## src/rtl/scan_xcvr_pkg.sv

```systemverilog
`timescale 1ns/1ps
package scan_xcvr_pkg;
  typedef enum logic [1:0] {
    MODE_FUNC  = 2'd0,
    MODE_LATCH = 2'd1,
    MODE_OFF   = 2'd2,
    MODE_SPARE = 2'd3
  } padMode_e;

  typedef struct packed {
    logic cap;
    logic sh;
    logic upd;
    logic useLatch;
    logic forceOff;
  } scanCtl_t;
endpackage

```

## src/rtl/xcvr_func.sv

```systemverilog
`timescale 1ns/1ps
module xcvr_func #(
  parameter int GROUPS = 2,
  parameter int GBITS  = 9,
  localparam int W = GROUPS * GBITS
) (
  input  logic [GROUPS-1:0] enN,
  input  logic [GROUPS-1:0] dir,
  input  logic [W-1:0]      aIn,
  input  logic [W-1:0]      bIn,
  output logic [GROUPS-1:0] aOeF,
  output logic [GROUPS-1:0] bOeF,
  output logic [W-1:0]      aDatF,
  output logic [W-1:0]      bDatF
);
  for (genvar g = 0; g < GROUPS; g++) begin : gGrp
    assign aOeF[g] = ~enN[g] & ~dir[g];
    assign bOeF[g] = ~enN[g] &  dir[g];
    assign aDatF[g*GBITS +: GBITS] = bIn[g*GBITS +: GBITS];
    assign bDatF[g*GBITS +: GBITS] = aIn[g*GBITS +: GBITS];
  end
endmodule

```

## src/rtl/scan_ctrl.sv

```systemverilog
`timescale 1ns/1ps
module scan_ctrl
  import scan_xcvr_pkg::*;
(
  input  logic       capture,
  input  logic       shift,
  input  logic       update,
  input  logic [1:0] mode,
  output scanCtl_t   ctl
);
  padMode_e padMode;
  assign padMode = padMode_e'(mode);

  always_comb begin
    ctl.cap      = capture;
    ctl.sh       = shift & ~capture;   // capture takes precedence
    ctl.upd      = update;
    ctl.useLatch = (padMode == MODE_LATCH);
    ctl.forceOff = (padMode == MODE_OFF);
  end
endmodule

```

## src/rtl/scan_path.sv

```systemverilog
`timescale 1ns/1ps
module scan_path
  import scan_xcvr_pkg::*;
#(
  parameter int GROUPS = 2,
  parameter int GBITS  = 9,
  localparam int W  = GROUPS * GBITS,
  localparam int CH = 4 * GROUPS + 4 * W
) (
  input  logic              tck,
  input  logic              trstN,
  input  scanCtl_t          ctl,
  input  logic              scanIn,
  output logic              scanOut,
  input  logic [GROUPS-1:0] enN,
  input  logic [GROUPS-1:0] dir,
  input  logic [W-1:0]      aIn,
  input  logic [W-1:0]      bIn,
  input  logic [GROUPS-1:0] aOeF,
  input  logic [GROUPS-1:0] bOeF,
  input  logic [W-1:0]      aDatF,
  input  logic [W-1:0]      bDatF,
  output logic [GROUPS-1:0] aEn,
  output logic [GROUPS-1:0] bEn,
  output logic [W-1:0]      aOut,
  output logic [W-1:0]      bOut
);
  logic [CH-1:0] chain, latchQ, obs;

  // Observed values: control cells on top, then A in, B out, B in, A out
  always_comb begin
    obs = '0;
    for (int g = 0; g < GROUPS; g++) begin
      obs[CH-1-4*g] = dir[g];
      obs[CH-2-4*g] = enN[g];
      obs[CH-3-4*g] = aOeF[g];
      obs[CH-4-4*g] = bOeF[g];
    end
    for (int k = 0; k < W; k++) begin
      obs[4*W-1-k] = aIn[k];
      obs[3*W-1-k] = bDatF[k];
      obs[2*W-1-k] = bIn[k];
      obs[W-1-k]   = aDatF[k];
    end
  end

  always_ff @(posedge tck or negedge trstN) begin
    if (!trstN)       chain <= '0;
    else if (ctl.cap) chain <= obs;
    else if (ctl.sh)  chain <= {scanIn, chain[CH-1:1]};
  end

  always_ff @(negedge tck or negedge trstN) begin
    if (!trstN) begin
      latchQ  <= '0;
      scanOut <= 1'b0;
    end else begin
      scanOut <= chain[0];
      if (ctl.upd) latchQ <= chain;
    end
  end

  for (genvar g = 0; g < GROUPS; g++) begin : gEn
    assign aEn[g] = ctl.forceOff ? 1'b0 : (ctl.useLatch ? latchQ[CH-3-4*g] : aOeF[g]);
    assign bEn[g] = ctl.forceOff ? 1'b0 : (ctl.useLatch ? latchQ[CH-4-4*g] : bOeF[g]);

    a_r1_disabled_group_off: assert property (@(posedge tck) disable iff (!trstN)
      (!ctl.useLatch && !ctl.forceOff && enN[g]) |-> (!aEn[g] && !bEn[g]));
    a_r2_no_contention: assert property (@(posedge tck) disable iff (!trstN)
      (!ctl.useLatch) |-> !(aEn[g] && bEn[g]));
  end

  for (genvar k = 0; k < W; k++) begin : gDat
    assign aOut[k] = ctl.useLatch ? latchQ[W-1-k]   : aDatF[k];
    assign bOut[k] = ctl.useLatch ? latchQ[3*W-1-k] : bDatF[k];
  end

  a_r9_off_mode: assert property (@(posedge tck) disable iff (!trstN)
    ctl.forceOff |-> (aEn == '0 && bEn == '0));
  a_r5_shift_step: assert property (@(posedge tck) disable iff (!trstN)
    ctl.sh |=> (chain[CH-1] == $past(scanIn) && chain[CH-2:0] == $past(chain[CH-1:1])));
  a_r6_latch_hold: assert property (@(negedge tck) disable iff (!trstN)
    !ctl.upd |-> ##1 $stable(latchQ));
endmodule

```

## src/rtl/scan_bus_xcvr.sv

```systemverilog
`timescale 1ns/1ps
module scan_bus_xcvr
  import scan_xcvr_pkg::*;
#(
  parameter int GROUPS = 2,
  parameter int GBITS  = 9,
  localparam int W = GROUPS * GBITS
) (
  input  logic              tck,
  input  logic              trstN,
  input  logic [GROUPS-1:0] grpEnN,
  input  logic [GROUPS-1:0] grpDir,
  input  logic [W-1:0]      aIn,
  input  logic [W-1:0]      bIn,
  output logic [W-1:0]      aOut,
  output logic [W-1:0]      bOut,
  output logic [GROUPS-1:0] aEn,
  output logic [GROUPS-1:0] bEn,
  input  logic              capture,
  input  logic              shift,
  input  logic              update,
  input  logic [1:0]        mode,
  input  logic              scanIn,
  output logic              scanOut
);
  scanCtl_t          ctl;
  logic [GROUPS-1:0] aOeF, bOeF;
  logic [W-1:0]      aDatF, bDatF;

  xcvr_func #(.GROUPS(GROUPS), .GBITS(GBITS)) uFunc (
    .enN(grpEnN), .dir(grpDir), .aIn(aIn), .bIn(bIn),
    .aOeF(aOeF), .bOeF(bOeF), .aDatF(aDatF), .bDatF(bDatF));

  scan_ctrl uCtrl (
    .capture(capture), .shift(shift), .update(update), .mode(mode), .ctl(ctl));

  scan_path #(.GROUPS(GROUPS), .GBITS(GBITS)) uPath (
    .tck(tck), .trstN(trstN), .ctl(ctl), .scanIn(scanIn), .scanOut(scanOut),
    .enN(grpEnN), .dir(grpDir), .aIn(aIn), .bIn(bIn),
    .aOeF(aOeF), .bOeF(bOeF), .aDatF(aDatF), .bDatF(bDatF),
    .aEn(aEn), .bEn(bEn), .aOut(aOut), .bOut(bOut));
endmodule

```

## config.mk

```make
export PLATFORM = sky130hd
export DESIGN_NAME = scan_bus_xcvr
export DESIGN_NICKNAME = d
export VERILOG_FILES = /design/src/rtl/scan_xcvr_pkg.sv /design/src/rtl/xcvr_func.sv /design/src/rtl/scan_ctrl.sv /design/src/rtl/scan_path.sv /design/src/rtl/scan_bus_xcvr.sv
export SDC_FILE = /design/constraint.sdc
export NUM_CORES = 1
export LEC_CHECK = 0
export ABC_AREA = 1
export BUFFER_PORTS_ARGS = -buffer_cell sky130_fd_sc_hd__buf_4
export CAP_MARGIN = 30
export CORE_MARGIN = 2
export CORE_UTILIZATION = 51
export CTS_CLUSTER_SIZE = 8
export DETAILED_ROUTE_END_ITERATION = 6
export PLACE_DENSITY = 0.76
export SYNTH_ARGS = -nofsm -noshare
export SYNTH_HDL_FRONTEND = slang
export SYNTH_SLANG_ARGS = --single-unit
```

## constraint.sdc

```tcl
create_clock -name tck -period 0.9 [get_ports tck]
set_clock_uncertainty 0.1 [all_clocks]
set_input_delay 0.135 -clock tck [delete_from_list [all_inputs] [get_ports tck]]
set_output_delay 0.135 -clock tck [all_outputs]
set_load 0.005 [all_outputs]
```

==> qor.yml <==
yosys:
  synth_area_per_cell_um2: 8.04
  synth_common_cells: "nand2_1, nand3_1, dfrtp_1, o21ai_0, inv_1"
  ys_types: 16
  yosys.area.top_type: "dfrtp_1"
  yosysSeqAreaShare: 0.567
  synth.cell_area_um2: 5340
  synth_top_area_share: 0.375
  synth-edff-count: 0
  synthTopCellsByArea: "dfrtp_1, nand2_1, dfrtn_1"
  async_flop_share: 1.00
  ys.flop_type: "dfrtp_1"
  yosysMostFrequentCell: "nand2_1"
  synth_cells: 665
  yosysWarnings: 0
  ys_seq_elements: 121
  syn_nets: 713
grt:
  grt_usage: 0.313
  grt_pass1_vias: 5823
  antenna_found_initial: 0
  overflow: 0
  grt_pass1_wl_um: 27500
  grt_max_degree: 74
worst_setup_path:
  critPathCaptureType: "output port"
  critical_path_class: "flop to output port"
  cpPeakStageDelay_ps: 420
  crit_required_ps: 660
  cp_max_fo: 2
  crit_family: "flip-flops"
  cpMaxStageDelayCell: "dfrtn_1"
  worstSetupStartpointType: "flop"
  cp_num_buf_inv: 2
  crit_chain: "inv_2, o21ai_2, buf_4"
  arrival_ps: 1700
sta:
  slew_violations: 0
  setup_ws_ps: -1040
  rsz0062_at_grt: "true"
  hold_viol_final: 5
  worstMarginPinSlew_ps: 811
  finalSetupViolCount: 154
  timing.slew.headroom: 0.459
  holdWs_ps: -56.1
power_and_ir_drop:
  ir_drop_v: 0.00143
  p_leak_nw: 4.35
  total_power_mw: 16.7
  powerDensity_nw_per_um2: 1960
floorplan:
  initial_utilization: 0.522
  die_x_um: 106
  core_um2: 10200
  io_pins: 89
  fp-row-count: 37
  die_area_um2: 11300
  die_h_um: 106
route:
  via_per_inst: 5.74
  first_pass_iters: 6
  ant_nets: 0
  vias: 5913
  wl_um: 20100
  drt-initial-drc-count: 524
  drc: 0
  wl_per_cell_um: 19.5
cells_and_area:
  utilization: 0.832
  drive_above_1_share: 0.428
  diodes: 0
  fin_cells: 1031
  final_nets: 930
  area_growth_pct: 59.3
clocking:
  cts_buffer_depth: 2
  clock_latency_ps: 540
  cts.clk_slew.worst_paths_ps: 60
  root_buffer: "clkbuf_8"
  cts_tree: "done"
  numCtsBuffers: 17
  cts_sinks: 121
  htreeDepth: 4
placement:
  routabilityCongestion: 0.882
  dp_cells: 937
  post-place-ws_ps: -731
  dp_hpwl_um: 8930
  io_buffers: 88
outcome:
  violations: "negative hold slack, negative setup slack"
  status: "complete, but fails checks"
job:
  drv_cap: 0
worst_hold_path:
  hold_class: "primary input to flop"
-- cells by family after synthesis --
logic type,synth area share
and+or+nand+nor,0.285
AOI/OAI and AO/OA,0.0759
buffers and inverters,0.0726
DFF,0.567
-- flip-flops by register name (all words and copies together) (netlist names) --
signal and cells:
uPath.chain 80, uPath.latchQ 40, uPath.scanOut 1
-- area by class of cell --
cell class                      count  area (µm²)
Fill cell                         487        1720
Timing Repair Buffer              236        2120
Inverter                           48         180
Clock inverter                      6        85.1
Sequential cell                   121        3030
Tap cell                          136         170
Multi-Input combinational cell    458        2420
Clock buffer                       26         509
-- cell usage in the layout, fill, tap and decap left out --
master / instances
bufinv_16: 2
nand2_2: 43
nand3_2: 31
inv_1: 9
inv_2: 39
buf_4: 146
nor2_4: 2
clkinvlp_4: 2
buf_12: 7
o21ai_2: 32
clkbuf_8: 5
nand3_1: 50
o21ai_4: 2
nand2_1: 236
nor3_1: 1
clkbuf_1: 4
nor2_2: 3
dlygate4sd3_1: 43
a21oi_2: 1
clkinv_2: 2
nor2_1: 2
dfrtn_1: 41
o21ai_1: 46
nand2_4: 9
clkbuf_16: 17
dfrtp_1: 80
buf_6: 40
-- stage by stage --
stage                     hold slack, ps  instance area [µm²]  setup TNS (ps)
final                              -56.1                 8510          -69230
after global routing               -52.8                 8510          -76080
after CTS                          -99.0                 8030          -82150
after detailed placement            -123                 6710          -56990
after global placement              -126                 6710          -53720
after floorplan                     -261                 5440          -25570
-- tightest hold or removal path: cells and delay by family --
kind	cells	cell delay, ps
buffers and inverters	2	220
AND/OR/NAND/NOR	3	190
-- report_power, final --
| group | internal (mW) | total [mW] | switching [mW] | leakage, nW |
|---|---|---|---|---|
| sequential | 6.06 | 6.46 | 0.402 | 1.49 |
| combinational | 1.57 | 3.26 | 1.70 | 2.57 |
| clock | 4.40 | 6.94 | 2.54 | 0.287 |
-- path summary, 6_finish.rpt --
kind	from	end	slack (ps)	cells after the start
max	uPath.latchQ[37]	bOut[16]	-1040	3
min	grpDir[0]	uPath.chain[77]	-60	5
max reg2reg	uPath.chain[2]	uPath.latchQ[2]	-510	2
min reg2reg	uPath.latchQ[3]	uPath.latchQ[3]	360	2
max in group asynchronous	trstN	uPath.latchQ[44]	-270	3
min in group asynchronous	trstN	uPath.chain[40]	-10	2
-- what timing repair did --
| action | in CTS | in global routing |
|---|---|---|
| pin swaps | 20 | 26 |
| endpoints found under the setup margin | 85 | 243 |
| buffers inserted | 20 | 29 |
| hold buffers | 43 | 3 |
| gates resized for setup | 103 | 153 |
| hold endpoints to repair | 201 | 126 |
-- routing by layer --
metal | global-route usage | share of wire
met1 | 0.350 | 0.35
met2 | 0.568 | 0.52
met3 | 0.0638 | 0.074
met4 | 0.149 | 0.054
met5 | 0 | 0
No activity file was read; power rests on OpenSTA's default activity.
